--- src/rtl/wdt_pkg.sv ---
package wdt_pkg;
  localparam int MULT_BITS = 5;
  localparam int RES_BITS  = 2;
  localparam int CTRL_BITS = 1 + MULT_BITS + RES_BITS;

  typedef struct packed {
    logic                 to_reset;
    logic [MULT_BITS-1:0] mult;
    logic [RES_BITS-1:0]  res;
  } wdt_ctrl_t;
endpackage

--- src/rtl/wdt_span.sv ---
module wdt_span #(
  parameter int MULT_W = 5,
  parameter int RES_W  = 2,
  parameter int CNT_W  = MULT_W + 2 * ((1 << RES_W) - 1)
) (
  input  logic [MULT_W-1:0] mult,
  input  logic [RES_W-1:0]  res,
  output logic [CNT_W-1:0]  span
);
  localparam int NRES = 1 << RES_W;

  logic [CNT_W-1:0] scaled [NRES];

  // each resolution step multiplies by four
  for (genvar g = 0; g < NRES; g++) begin : g_scale
    assign scaled[g] = CNT_W'(mult) << (2 * g);
  end

  assign span = scaled[res];
endmodule

--- src/rtl/wdt_down.sv ---
module wdt_down #(
  parameter int CNT_W = 11
) (
  input  logic             clk,
  input  logic             rst,
  input  logic             load,
  input  logic [CNT_W-1:0] load_val,
  input  logic             tick,
  output logic             done
);
  logic [CNT_W-1:0] cnt_q;
  logic             run_q;

  always_ff @(posedge clk) begin
    if (rst) begin
      cnt_q <= '0;
      run_q <= 1'b0;
    end else if (load) begin
      cnt_q <= load_val;
      run_q <= |load_val;
    end else if (run_q && tick) begin
      if (cnt_q == CNT_W'(1)) begin
        cnt_q <= '0;
        run_q <= 1'b0;
      end else begin
        cnt_q <= cnt_q - CNT_W'(1);
      end
    end
  end

  assign done = run_q && tick && !load && (cnt_q == CNT_W'(1));
endmodule

--- src/rtl/wdog_unit.sv ---
module wdog_unit
  import wdt_pkg::*;
#(
  parameter int MULT_W = MULT_BITS,
  parameter int RES_W  = RES_BITS,
  parameter int REG_W  = 1 + MULT_W + RES_W
) (
  input  logic             clk,
  input  logic             rst,
  input  logic             tick,
  input  logic             reg_wr,
  input  logic             reg_rd,
  input  logic [REG_W-1:0] reg_wdata,
  output logic [REG_W-1:0] reg_rdata,
  output logic             expired_o,
  output logic             irq_o,
  output logic             rst_req_o
);
  localparam int CNT_W   = MULT_W + 2 * ((1 << RES_W) - 1);
  localparam int STEER_B = REG_W - 1;

  logic [REG_W-1:0] ctrl_q;
  logic [REG_W-1:0] next_ctrl;
  logic [CNT_W-1:0] span;
  logic             restart;
  logic             done;
  logic             flag_q;
  logic             irq_q;
  logic             rreq_q;

  assign restart   = reg_wr || reg_rd;
  assign next_ctrl = reg_wr ? reg_wdata : ctrl_q;

  wdt_span #(.MULT_W(MULT_W), .RES_W(RES_W), .CNT_W(CNT_W)) u_span (
    .mult (next_ctrl[RES_W +: MULT_W]),
    .res  (next_ctrl[RES_W-1:0]),
    .span (span)
  );

  wdt_down #(.CNT_W(CNT_W)) u_down (
    .clk      (clk),
    .rst      (rst),
    .load     (restart),
    .load_val (span),
    .tick     (tick),
    .done     (done)
  );

  always_ff @(posedge clk) begin
    if (rst) begin
      ctrl_q <= '0;
      flag_q <= 1'b0;
      irq_q  <= 1'b0;
      rreq_q <= 1'b0;
    end else begin
      irq_q  <= done && !ctrl_q[STEER_B];
      rreq_q <= done && ctrl_q[STEER_B];
      if (reg_wr)
        ctrl_q <= reg_wdata;
      else if (done && ctrl_q[STEER_B])
        ctrl_q <= '0;
      if (restart)
        flag_q <= 1'b0;
      else if (done)
        flag_q <= 1'b1;
    end
  end

  assign reg_rdata = ctrl_q;
  assign expired_o = flag_q;
  assign irq_o     = irq_q;
  assign rst_req_o = rreq_q;
endmodule

--- config.mk ---
export PLATFORM = sky130hd
export DESIGN_NAME = wdog_unit
export DESIGN_NICKNAME = d
export VERILOG_FILES = /design/src/rtl/wdt_pkg.sv /design/src/rtl/wdt_span.sv /design/src/rtl/wdt_down.sv /design/src/rtl/wdog_unit.sv
export SDC_FILE = /design/constraint.sdc
export NUM_CORES = 1
export LEC_CHECK = 0
export ABC_AREA = 1
export BUFFER_PORTS_ARGS = -buffer_cell sky130_fd_sc_hd__clkbuf_2
export CAP_MARGIN = 20
export CORE_AREA = 3 3 61 63
export CTS_BUF_LIST = sky130_fd_sc_hd__clkbuf_16
export CTS_CLUSTER_DIAMETER = 40
export DETAILED_ROUTE_END_ITERATION = 16
export DIE_AREA = 0 0 64 66
export PLACE_DENSITY = 0.7
export SLEW_MARGIN = 20
export SYNTH_ARGS = -nofsm -noshare
export SYNTH_HDL_FRONTEND = slang
export SYNTH_HIERARCHICAL = 1
export SYNTH_SLANG_ARGS = --single-unit
--- constraint.sdc ---
create_clock -name clk -period 1.76 [get_ports clk]
set_input_delay 0.352 -clock clk [delete_from_list [all_inputs] [get_ports clk]]
set_output_delay 0.352 -clock clk [all_outputs]
set_load 0.005 [all_outputs]
==> results of run 1 <==
## per-stage QoR
stage / setup WS, ns / instances / instance area (um2) / hold WS, ns
2_1_floorplan: 0.0376 / 253 / 1630 / 0.421
3_3_place_gp: 0.0638 / 325 / 1810 / 0.464
3_5_place_dp: 0.0263 / 325 / 1810 / 0.468
4_1_cts: 0.152 / 329 / 1890 / 0.362
5_1_grt: 0.0681 / 329 / 1890 / 0.400
6_report: 0.245 / 329 / 1890 / 0.359
## synth_stat cells (all sizes together), types with 2 or more instances
master and count:
o22ai 6, o21ai 10, nand3 16, nor2 33, nor3 6, ha 2, nand2 81, buf 6
nand4 2, xor2 3, inv 40, dfxtp 23, a21oi 21
## kinds of logic after synthesis
group	count (synthesis)	synth area share [%]
AOI/OAI and AO/OA	37	13.4
xor gates and xnor gates	3	1.61
adders and majority gates	2	1.53
buffers and inverters	48	14.4
DFF	23	28.2
and+or+nand+nor	140	40.8
## power groups by stage
stage	logic, W	registers [W]	clock network (W)
2_1_floorplan	0.000352	0.000588	0
3_3_place_gp	0.000435	0.000592	0
3_5_place_dp	0.000437	0.000592	0
4_1_cts	0.000441	0.000580	0.000502
5_1_grt	0.000503	0.000584	0.000529
6_report	0.000441	0.000581	0.000483
## flip-flops by register name, indices dropped and copies added, names as in the netlist
name and count:
expired_o 1, irq_o 1, u_down/cnt_q 11, rst_req_o 1
u_down/run_q 1, reg_rdata 8
## cell type report
type	instances	area, um2	share of cell area (%)
inverters	41	164	8.67
clock inverters	1	3.75	0.199
repair buffers	33	190	10.1
clock buffers	3	75.1	3.97
flip-flops and latches	23	460	24.4
well taps	46	57.6	3.04
multi-input cells	182	940	49.7
## critical path, delay by kind of cell (launching register included)
family / cells / cell delay [ns]
AO/OA/AOI/OAI: 1 / 0.18
flip-flops: 1 / 0.33
AND/OR/NAND/NOR: 7 / 0.88
## worst max path at each step
stage,slack [ns],startpoint,endpoint,cells after the start
floorplan,0.04,reg_wr,reg_rdata[4]$_SDFFE_PP0P_,9
global placement,0.06,reg_wr,reg_rdata[4]$_SDFFE_PP0P_,8
detailed placement,0.03,reg_wr,reg_rdata[4]$_SDFFE_PP0P_,8
CTS,0.15,u_down/cnt_q[6]$_SDFFE_PP0P_,reg_rdata[4]$_SDFFE_PP0P_,8
global route,0.07,u_down/cnt_q[6]$_SDFFE_PP0P_,reg_rdata[4]$_SDFFE_PP0P_,8
finish,0.24,u_down/cnt_q[6]$_SDFFE_PP0P_,reg_rdata[4]$_SDFFE_PP0P_,8
## per-layer routing
layer / up-vias / track usage, % / part of all wire, %
met2: 46 / 33.4 / 49
li1: 848 / - / -
met5: - / 0 / 0
met3: 5 / 3.06 / 5.8
met1: 678 / 22.5 / 44
met4: 0 / 5.66 / 1.3
==> qor.yml, run 1 <==
sta:
  final_max_slew_viol_count: 0
  worst_pin_slew_ns: 0.302
  maxSlewHeadroom_pct: 79.8
  setup_tns_ns: 0
  period_minus_slack_ns: 1.52
  post-route-period-util_pct: 86.1
  final.setup_skew_ns: 0.00306
  rsz0062_at_grt: "false"
  hold_violations: 0
  setup_viol: 0
  max_freq_mhz: 660
detailed_routing:
  avgRoutedWirePerCell_um: 10.9
  dr.pass1.iters: 4
  vias: 1577
  detail-route-antenna-nets: 0
  postRouteWirelength_mm: 3.58
  vias_per_cell: 4.79
  drc_errors: 0
  dr.first_iter.drc_count: 91
placed_design:
  io_buffers: 23
  dp_hpwl_mm: 2.83
  gp_routability_congestion: 0.873
layout:
  fill_cells: 338
  final_common_cell: "nand2_1"
  drive_gt1_share_pct: 26.1
  diodes: 0
  area_growth_syn_to_layout_pct: 15.8
  layout_common_cells: "nand2_1, inv_1, dfxtp_1, clkbuf_2, nor2_1"
  fin_nets: 299
  utilization_pct: 57.6
floorplanning:
  rows: 21
  die_area_mm2: 0.00422
  pin_count: 24
  die_h_um: 66
  coreArea_mm2: 0.00328
  die_w_um: 64
  start_util_pct: 49.7
power_and_ir_drop:
  total_power_w: 0.00151
  power.switching_w: 0.000483
  leakage_nw: 0.898
  swShare_pct: 32.1
  pwr-share-comb_pct: 29.3
  clock_power_share_pct: 32.1
  power_density_mw_per_mm2: 796
  seq_power_share_pct: 38.6
  intPower_w: 0.00102
  vdd_ir_drop_max_mv: 0.353
critical_path:
  timing.rr.start: "u_down/cnt_q[6]$_SDFFE_PP0P_"
  rrSetupSlack_ns: 0.24
  arrival_ns: 1.66
  path_class: "reg2reg"
  crit_slowest_cell: "dfxtp_1"
  start_kind: "register"
  critPathMaxStageDelay_ns: 0.33
  r2r-end: "reg_rdata[4]$_SDFFE_PP0P_"
  critPathMaxFanout: 8
  required_ns: 1.91
  reg2reg_depth: 8
  critPathCaptureType: "register"
  path_cells: "nor2_2 > nand2_1 > nor2_8 > nand2_1 > nor2_1 > nand2_2 > a21oi_1 > nor2_2"
status:
  status: "finished, final reports clean"
clock_network:
  htree_levels: 1
  clkTransAtPathRegs_ns: 0.06
  numCtsBuffers: 3
  cts_setup_buffers: 0
  hold_buffers: 0
  clock-sinks: 23
  clockRootBuffer: "clkbuf_16"
  cts.repair.resized: 0
  cts_tree: "done"
  clk_latency_ns: 0.25
  cts.path.max_buffers: 2
synth:
  yosysSeqAreaShare_pct: 28.2
  async_flop_share_pct: 0
  yosys.area.top_type_share_pct: 28.2
  synth_edf_count: 0
  synth_area_leaders: "dfxtp_1, nand2_1, inv_1"
  avgSynthCellArea_um2: 6.45
  synthCells: 253
  syn-cell-area_mm2: 0.00163
  synth_seq_cells: 23
  yosysWarnings: 6
  yosys.cell_types.count: 32
  synth.largest_area_cell: "dfxtp_1"
  synth.net_count: 268
  synth_flop_cell: "dfxtp_1"
global_route:
  grt_start_max_net_pins: 16
  track_usage_pct: 18.6
  antenna_found_initial: 0
  grt_pass1_wl_mm: 6.26
  grt_pass1_vias: 1474
  overflow: 0
hold_path:
  whs_path_depth: 3
  hp-class: "in2reg"
  hold_end: "reg_rdata[1]$_SDFFE_PP0P_"
  min_from: "reg_wdata[1]"
flow_run:
  cap_viol_max_count: 0
Note: power is estimated with default switching activity, not from simulation.
==> run 2, diff against run 1 <==
--- a/config.mk
+++ b/config.mk
@@ -14,4 +14,5 @@
 export DETAILED_ROUTE_END_ITERATION = 16
 export DIE_AREA = 0 0 64 66
+export GPL_TIMING_DRIVEN = 0
 export PLACE_DENSITY = 0.7
 export SLEW_MARGIN = 20
==> constraint.sdc (replaced) <==
create_clock -name clk -period 1.76 [get_ports clk]
set_input_delay 0.352 -clock clk [delete_from_list [all_inputs] [get_ports clk]]
set_output_delay 0.352 -clock clk [all_outputs]
set_load 0.1 [all_outputs]
==> qor.yml, run 2 (synthesis results as in run 1) <==
critical_path:
  crit_slowest_cell: "or2_1"
  critPathMaxStageDelay_ns: 0.26
  path_buf_inv: 3
  required_ns: 1.91
  critPathMaxFanout: 9
  crit_family: "simple AND/OR/NAND/NOR gates"
  path_cells: "buf_6 > or2_1 > buf_6 > inv_6 > nand3_1 > nor2_2 > nand2_2 > a21oi_1 > nor2_2"
  critPathCaptureType: "register"
  start_kind: "primary input"
  arrival_ns: 1.75
  path_class: "in2reg"
placed_design:
  io_buffers: 22
  dp_hpwl_mm: 2.83
  post-place-ws_ns: -0.255
  gp_routability_congestion: 0.828
global_route:
  overflow: 0
  grt_pass1_vias: 1462
  track_usage_pct: 18.6
  grt_pass1_wl_mm: 6.22
  grt_start_max_net_pins: 15
  antenna_found_initial: 0
sta:
  setup_viol: 0
  post-route-period-util_pct: 90.6
  period_minus_slack_ns: 1.59
  rsz0062_at_grt: "false"
  final_max_slew_viol_count: 0
  max_freq_mhz: 627
  fin_ws_ns: 0.165
  setup_tns_ns: 0
  worst_pin_slew_ns: 0.604
  hold_violations: 0
  final.setup_skew_ns: 0.00289
  maxSlewHeadroom_pct: 59.7
clock_network:
  cts_tree: "done"
  hold_buffers: 0
  cts.path.max_buffers: 2
  numCtsBuffers: 3
  clock-sinks: 23
  clkTransAtPathRegs_ns: 0.06
  htree_levels: 1
  clk_latency_ns: 0.26
  clockRootBuffer: "clkbuf_16"
layout:
  fin_nets: 295
  final_common_cell: "nand2_1"
  diodes: 0
  area_growth_syn_to_layout_pct: 16.2
  drive_gt1_share_pct: 28.0
  largest_reg_flops: 11
  utilization_pct: 57.8
  top_register: "u_down/cnt_q"
  layout_common_cells: "nand2_1, inv_1, clkbuf_2"
detailed_routing:
  avgRoutedWirePerCell_um: 10.8
  postRouteWirelength_mm: 3.51
  vias: 1559
  dr.first_iter.drc_count: 51
  dr.pass1.iters: 4
  vias_per_cell: 4.80
  drc_errors: 0
  detail-route-antenna-nets: 0
floorplanning:
  die_area_mm2: 0.00422
  die_h_um: 66
  rows: 21
  die_w_um: 64
  coreArea_mm2: 0.00328
  start_util_pct: 49.7
  pin_count: 24
power_and_ir_drop:
  vdd_ir_drop_max_mv: 0.509
  intPower_w: 0.00103
  power.switching_w: 0.000574
  leakage_nw: 0.880
  swShare_pct: 35.8
  pwr-share-comb_pct: 32.0
  clock_power_share_pct: 31.7
  power_density_mw_per_mm2: 847
  seq_power_share_pct: 36.3
status:
  status: "finished, final reports clean"
hold_path:
  hp-class: "in2reg"
flow_run:
  cap_viol_max_count: 0
run 2: cell types whose count changed in the layout (fill, tap and decap cells not counted), sizes merged:
cell / previous run / this run
buf: 10 / 6
inv: 41 / 40
clkinvlp: 0 / 1
run 2: path summary, 6_finish.rpt:
path | start | end | depth (start not counted) | slack (ns)
worst max-delay path | reg_wr | reg_rdata[5]$_SDFFE_PP0P_ | 9 | 0.17
worst min-delay path | rst | u_down/cnt_q[2]$_SDFFE_PP0P_ | 2 | 0.35
worst max register to register | u_down/cnt_q[0]$_SDFFE_PP0P_ | u_down/cnt_q[4]$_SDFFE_PP0P_ | 8 | 0.26
worst min register to register | u_down/run_q$_SDFFE_PP0P_ | u_down/run_q$_SDFFE_PP0P_ | 2 | 0.49
run 2: per-layer routing:
layer | GRT usage, % | part of all wire [%] | vias up | wire (um)
li1 | - | - | 844 | -
met1 | 21.7 | 45 | 680 | 1580
met2 | 34.2 | 50 | 30 | 1770
met3 | 4.25 | 3.8 | 5 | 133
met4 | 4.31 | 0.83 | 0 | 29
met5 | 0 | 0 | - | 0
run 2: repair_timing:
| action | CTS | global route |
|---|---|---|
| endpoints found under the setup margin | 0 | 7 |
| setup buffers | 0 | 0 |
| gates resized for setup | 0 | 2 |
run 2: cell type report:
class | instances | area (um2)
buffer | 7 | 71.3
sequential | 23 | 469
clock buffer | 3 | 75.1
fill | 347 | 1390
clock inverter | 1 | 7.51
inverter | 41 | 164
timing repair buffer | 22 | 110
tap | 46 | 57.6
multi-input combinational | 182 | 942
run 2: power groups by stage:
stage,clock network (W),registers [W],logic [W]
CTS,0.000527,0.000582,0.000518
floorplan,0,0.000664,0.000352
finish,0.000509,0.000582,0.000515
global route,0.000548,0.000586,0.000582
global placement,0,0.000593,0.000509
detailed placement,0,0.000594,0.000515
run 2: worst reg2reg max path, stage by stage, from the launching register on:
cell and delay, ns:
dfxtp_1 0.32, inv_2 0.11, ha_1 0.21, nand2_1 0.08
nor2_2 0.25, nand2_1 0.11, xor2_1 0.16, nand2_1 0.08
a21oi_2 0.05
run 2: through the flow:
stage	area (um2)	total power (W)	std cells	hold slack [ns]
after floorplan	1640	0.00102	253	0.421
after global placement	1810	0.00110	321	0.459
after detailed placement	1810	0.00111	321	0.465
after CTS	1890	0.00163	325	0.346
after global routing	1900	0.00172	325	0.376
final	1900	0.00161	325	0.347
==> run 3, diff against run 2 <==
- PLACE_DENSITY: 0.7 -> 0.71
- REMOVE_ABC_BUFFERS: unset -> 1
==> qor.yml, run 3 (synthesis results as in run 1) <==
sta:
  period_minus_slack_ns: 1.62
  worst_hold_slack_ns: 0.354
  setup_viol: 0
  final.setup_skew_ns: 0.00482
  fin_ws_ns: 0.138
  max_freq_mhz: 616
  worst_pin_slew_ns: 0.543
  final_max_slew_viol_count: 0
  maxSlewHeadroom_pct: 64.0
  rsz0062_at_grt: "false"
  hold_violations: 0
  post-route-period-util_pct: 92.2
critical_path:
  path_class: "in2reg"
  critPathMaxFanout: 17
  critPathCaptureType: "register"
  arrival_ns: 1.77
  start_kind: "primary input"
  required_ns: 1.91
layout:
  diodes: 0
  layout_common_cells: "nand2_1, inv_1, dfxtp_1"
  fin_nets: 289
  final_common_cell: "nand2_1"
  largest_reg_flops: 11
  utilization_pct: 55.8
  fill_cells: 349
  area_growth_syn_to_layout_pct: 12.3
  top_register: "u_down/cnt_q"
  drive_gt1_share_pct: 24.9
  finalInstanceArea_mm2: 0.00183
global_route:
  grt_pass1_vias: 1388
  overflow: 0
  track_usage_pct: 18.4
  antenna_found_initial: 0
  grt_busiest_layer: "met2"
  grt_start_max_net_pins: 18
  use_met2_pct: 31.2
  grt_use_met3_pct: 3.06
  grt_pass1_wl_mm: 6.15
  grtUsageMet1_pct: 24.0
floorplanning:
  die_area_mm2: 0.00422
  rows: 21
  die_h_um: 66
  die_w_um: 64
  start_util_pct: 49.7
  coreArea_mm2: 0.00328
  pin_count: 24
clock_network:
  cts_tree: "done"
  clockRootBuffer: "clkbuf_16"
  htree_levels: 1
  clk_latency_ns: 0.26
  numCtsBuffers: 3
  clock-sinks: 23
  cts.path.max_buffers: 2
  clkTransAtPathRegs_ns: 0.07
detailed_routing:
  detail-route-antenna-nets: 0
  postRouteWirelength_mm: 3.42
  drc_errors: 0
  vias_per_cell: 4.90
  avgRoutedWirePerCell_um: 10.7
  vias: 1562
  dr.pass1.iters: 4
  dr.first_iter.drc_count: 68
placed_design:
  place_area_mm2: 0.00173
  dp_hpwl_mm: 2.66
  post-place-ws_ns: -0.529
  gp_routability_congestion: 0.799
  io_buffers: 23
power_and_ir_drop:
  power_density_mw_per_mm2: 865
  vdd_ir_drop_max_mv: 0.452
  leakage_nw: 0.846
flow_run:
  cap_viol_max_count: 0
status:
  status: "finished, final reports clean"
hold_path:
  hp-class: "in2reg"
run 3: cell types whose count changed in the layout (fill, tap and decap cells not counted), sizes merged:
cell  change
buf       -6
run 3: repair_timing:
action / CTS / global route
buffers inserted: 0 / 0
setup endpoints to repair: 8 / 17
pin swaps: 0 / 0
hold buffers: 0 / 0
resized for setup: 3 / 4
run 3: layer usage:
metal  wire, um  part of all wire (%)  vias up
met5          0                     0        -
met1       1590                    47      681
li1           -                     -      838
met2       1640                    48       41
met3        159                   4.7        2
met4         25                  0.73        0
run 3: critical path, stage by stage:
cell,delay (ns)
clkbuf_4,0.20
or2_4,0.34
inv_6,0.11
nand3_1,0.18
nor2_4,0.21
nand2_2,0.14
a21oi_1,0.17
nor2_2,0.05
run 3: cell type report:
type	instances	area [um2]	area share (%)
Clock buffer	3	75.1	4.09
Inverter	41	164	8.94
Sequential cell	23	460	25.1
Timing Repair Buffer	23	118	6.41
Clock inverter	1	7.51	0.409
Multi-Input combinational cell	182	952	51.9
Tap cell	46	57.6	3.14
run 3: power by group:
group | total [W] | internal (W) | switching, W
clock | 0.000509 | 0.000308 | 0.000200
combinational | 0.000496 | 0.000156 | 0.000341
sequential | 0.000581 | 0.000552 | 0.0000287
total | 0.00159 | 0.00102 | 0.000570
run 3: worst paths after layout:
kind | from | end | slack [ns] | cells past startpoint
max reg2reg | u_down/cnt_q[6]$_SDFFE_PP0P_ | reg_rdata[5]$_SDFFE_PP0P_ | 0.27 | 8
min | reg_wdata[0] | reg_rdata[0]$_SDFFE_PP0P_ | 0.35 | 3
max | reg_wr | reg_rdata[5]$_SDFFE_PP0P_ | 0.14 | 8
min reg2reg | u_down/run_q$_SDFFE_PP0P_ | u_down/run_q$_SDFFE_PP0P_ | 0.49 | 2
run 3: through the flow:
stage               setup TNS, ns  std cells  total power [W]
finish                          0        319          0.00159
global route                    0        319          0.00171
CTS                             0        319          0.00161
detailed placement          -6.32        315          0.00108
global placement            -5.93        315          0.00108
floorplan                   -1.74        246         0.000987
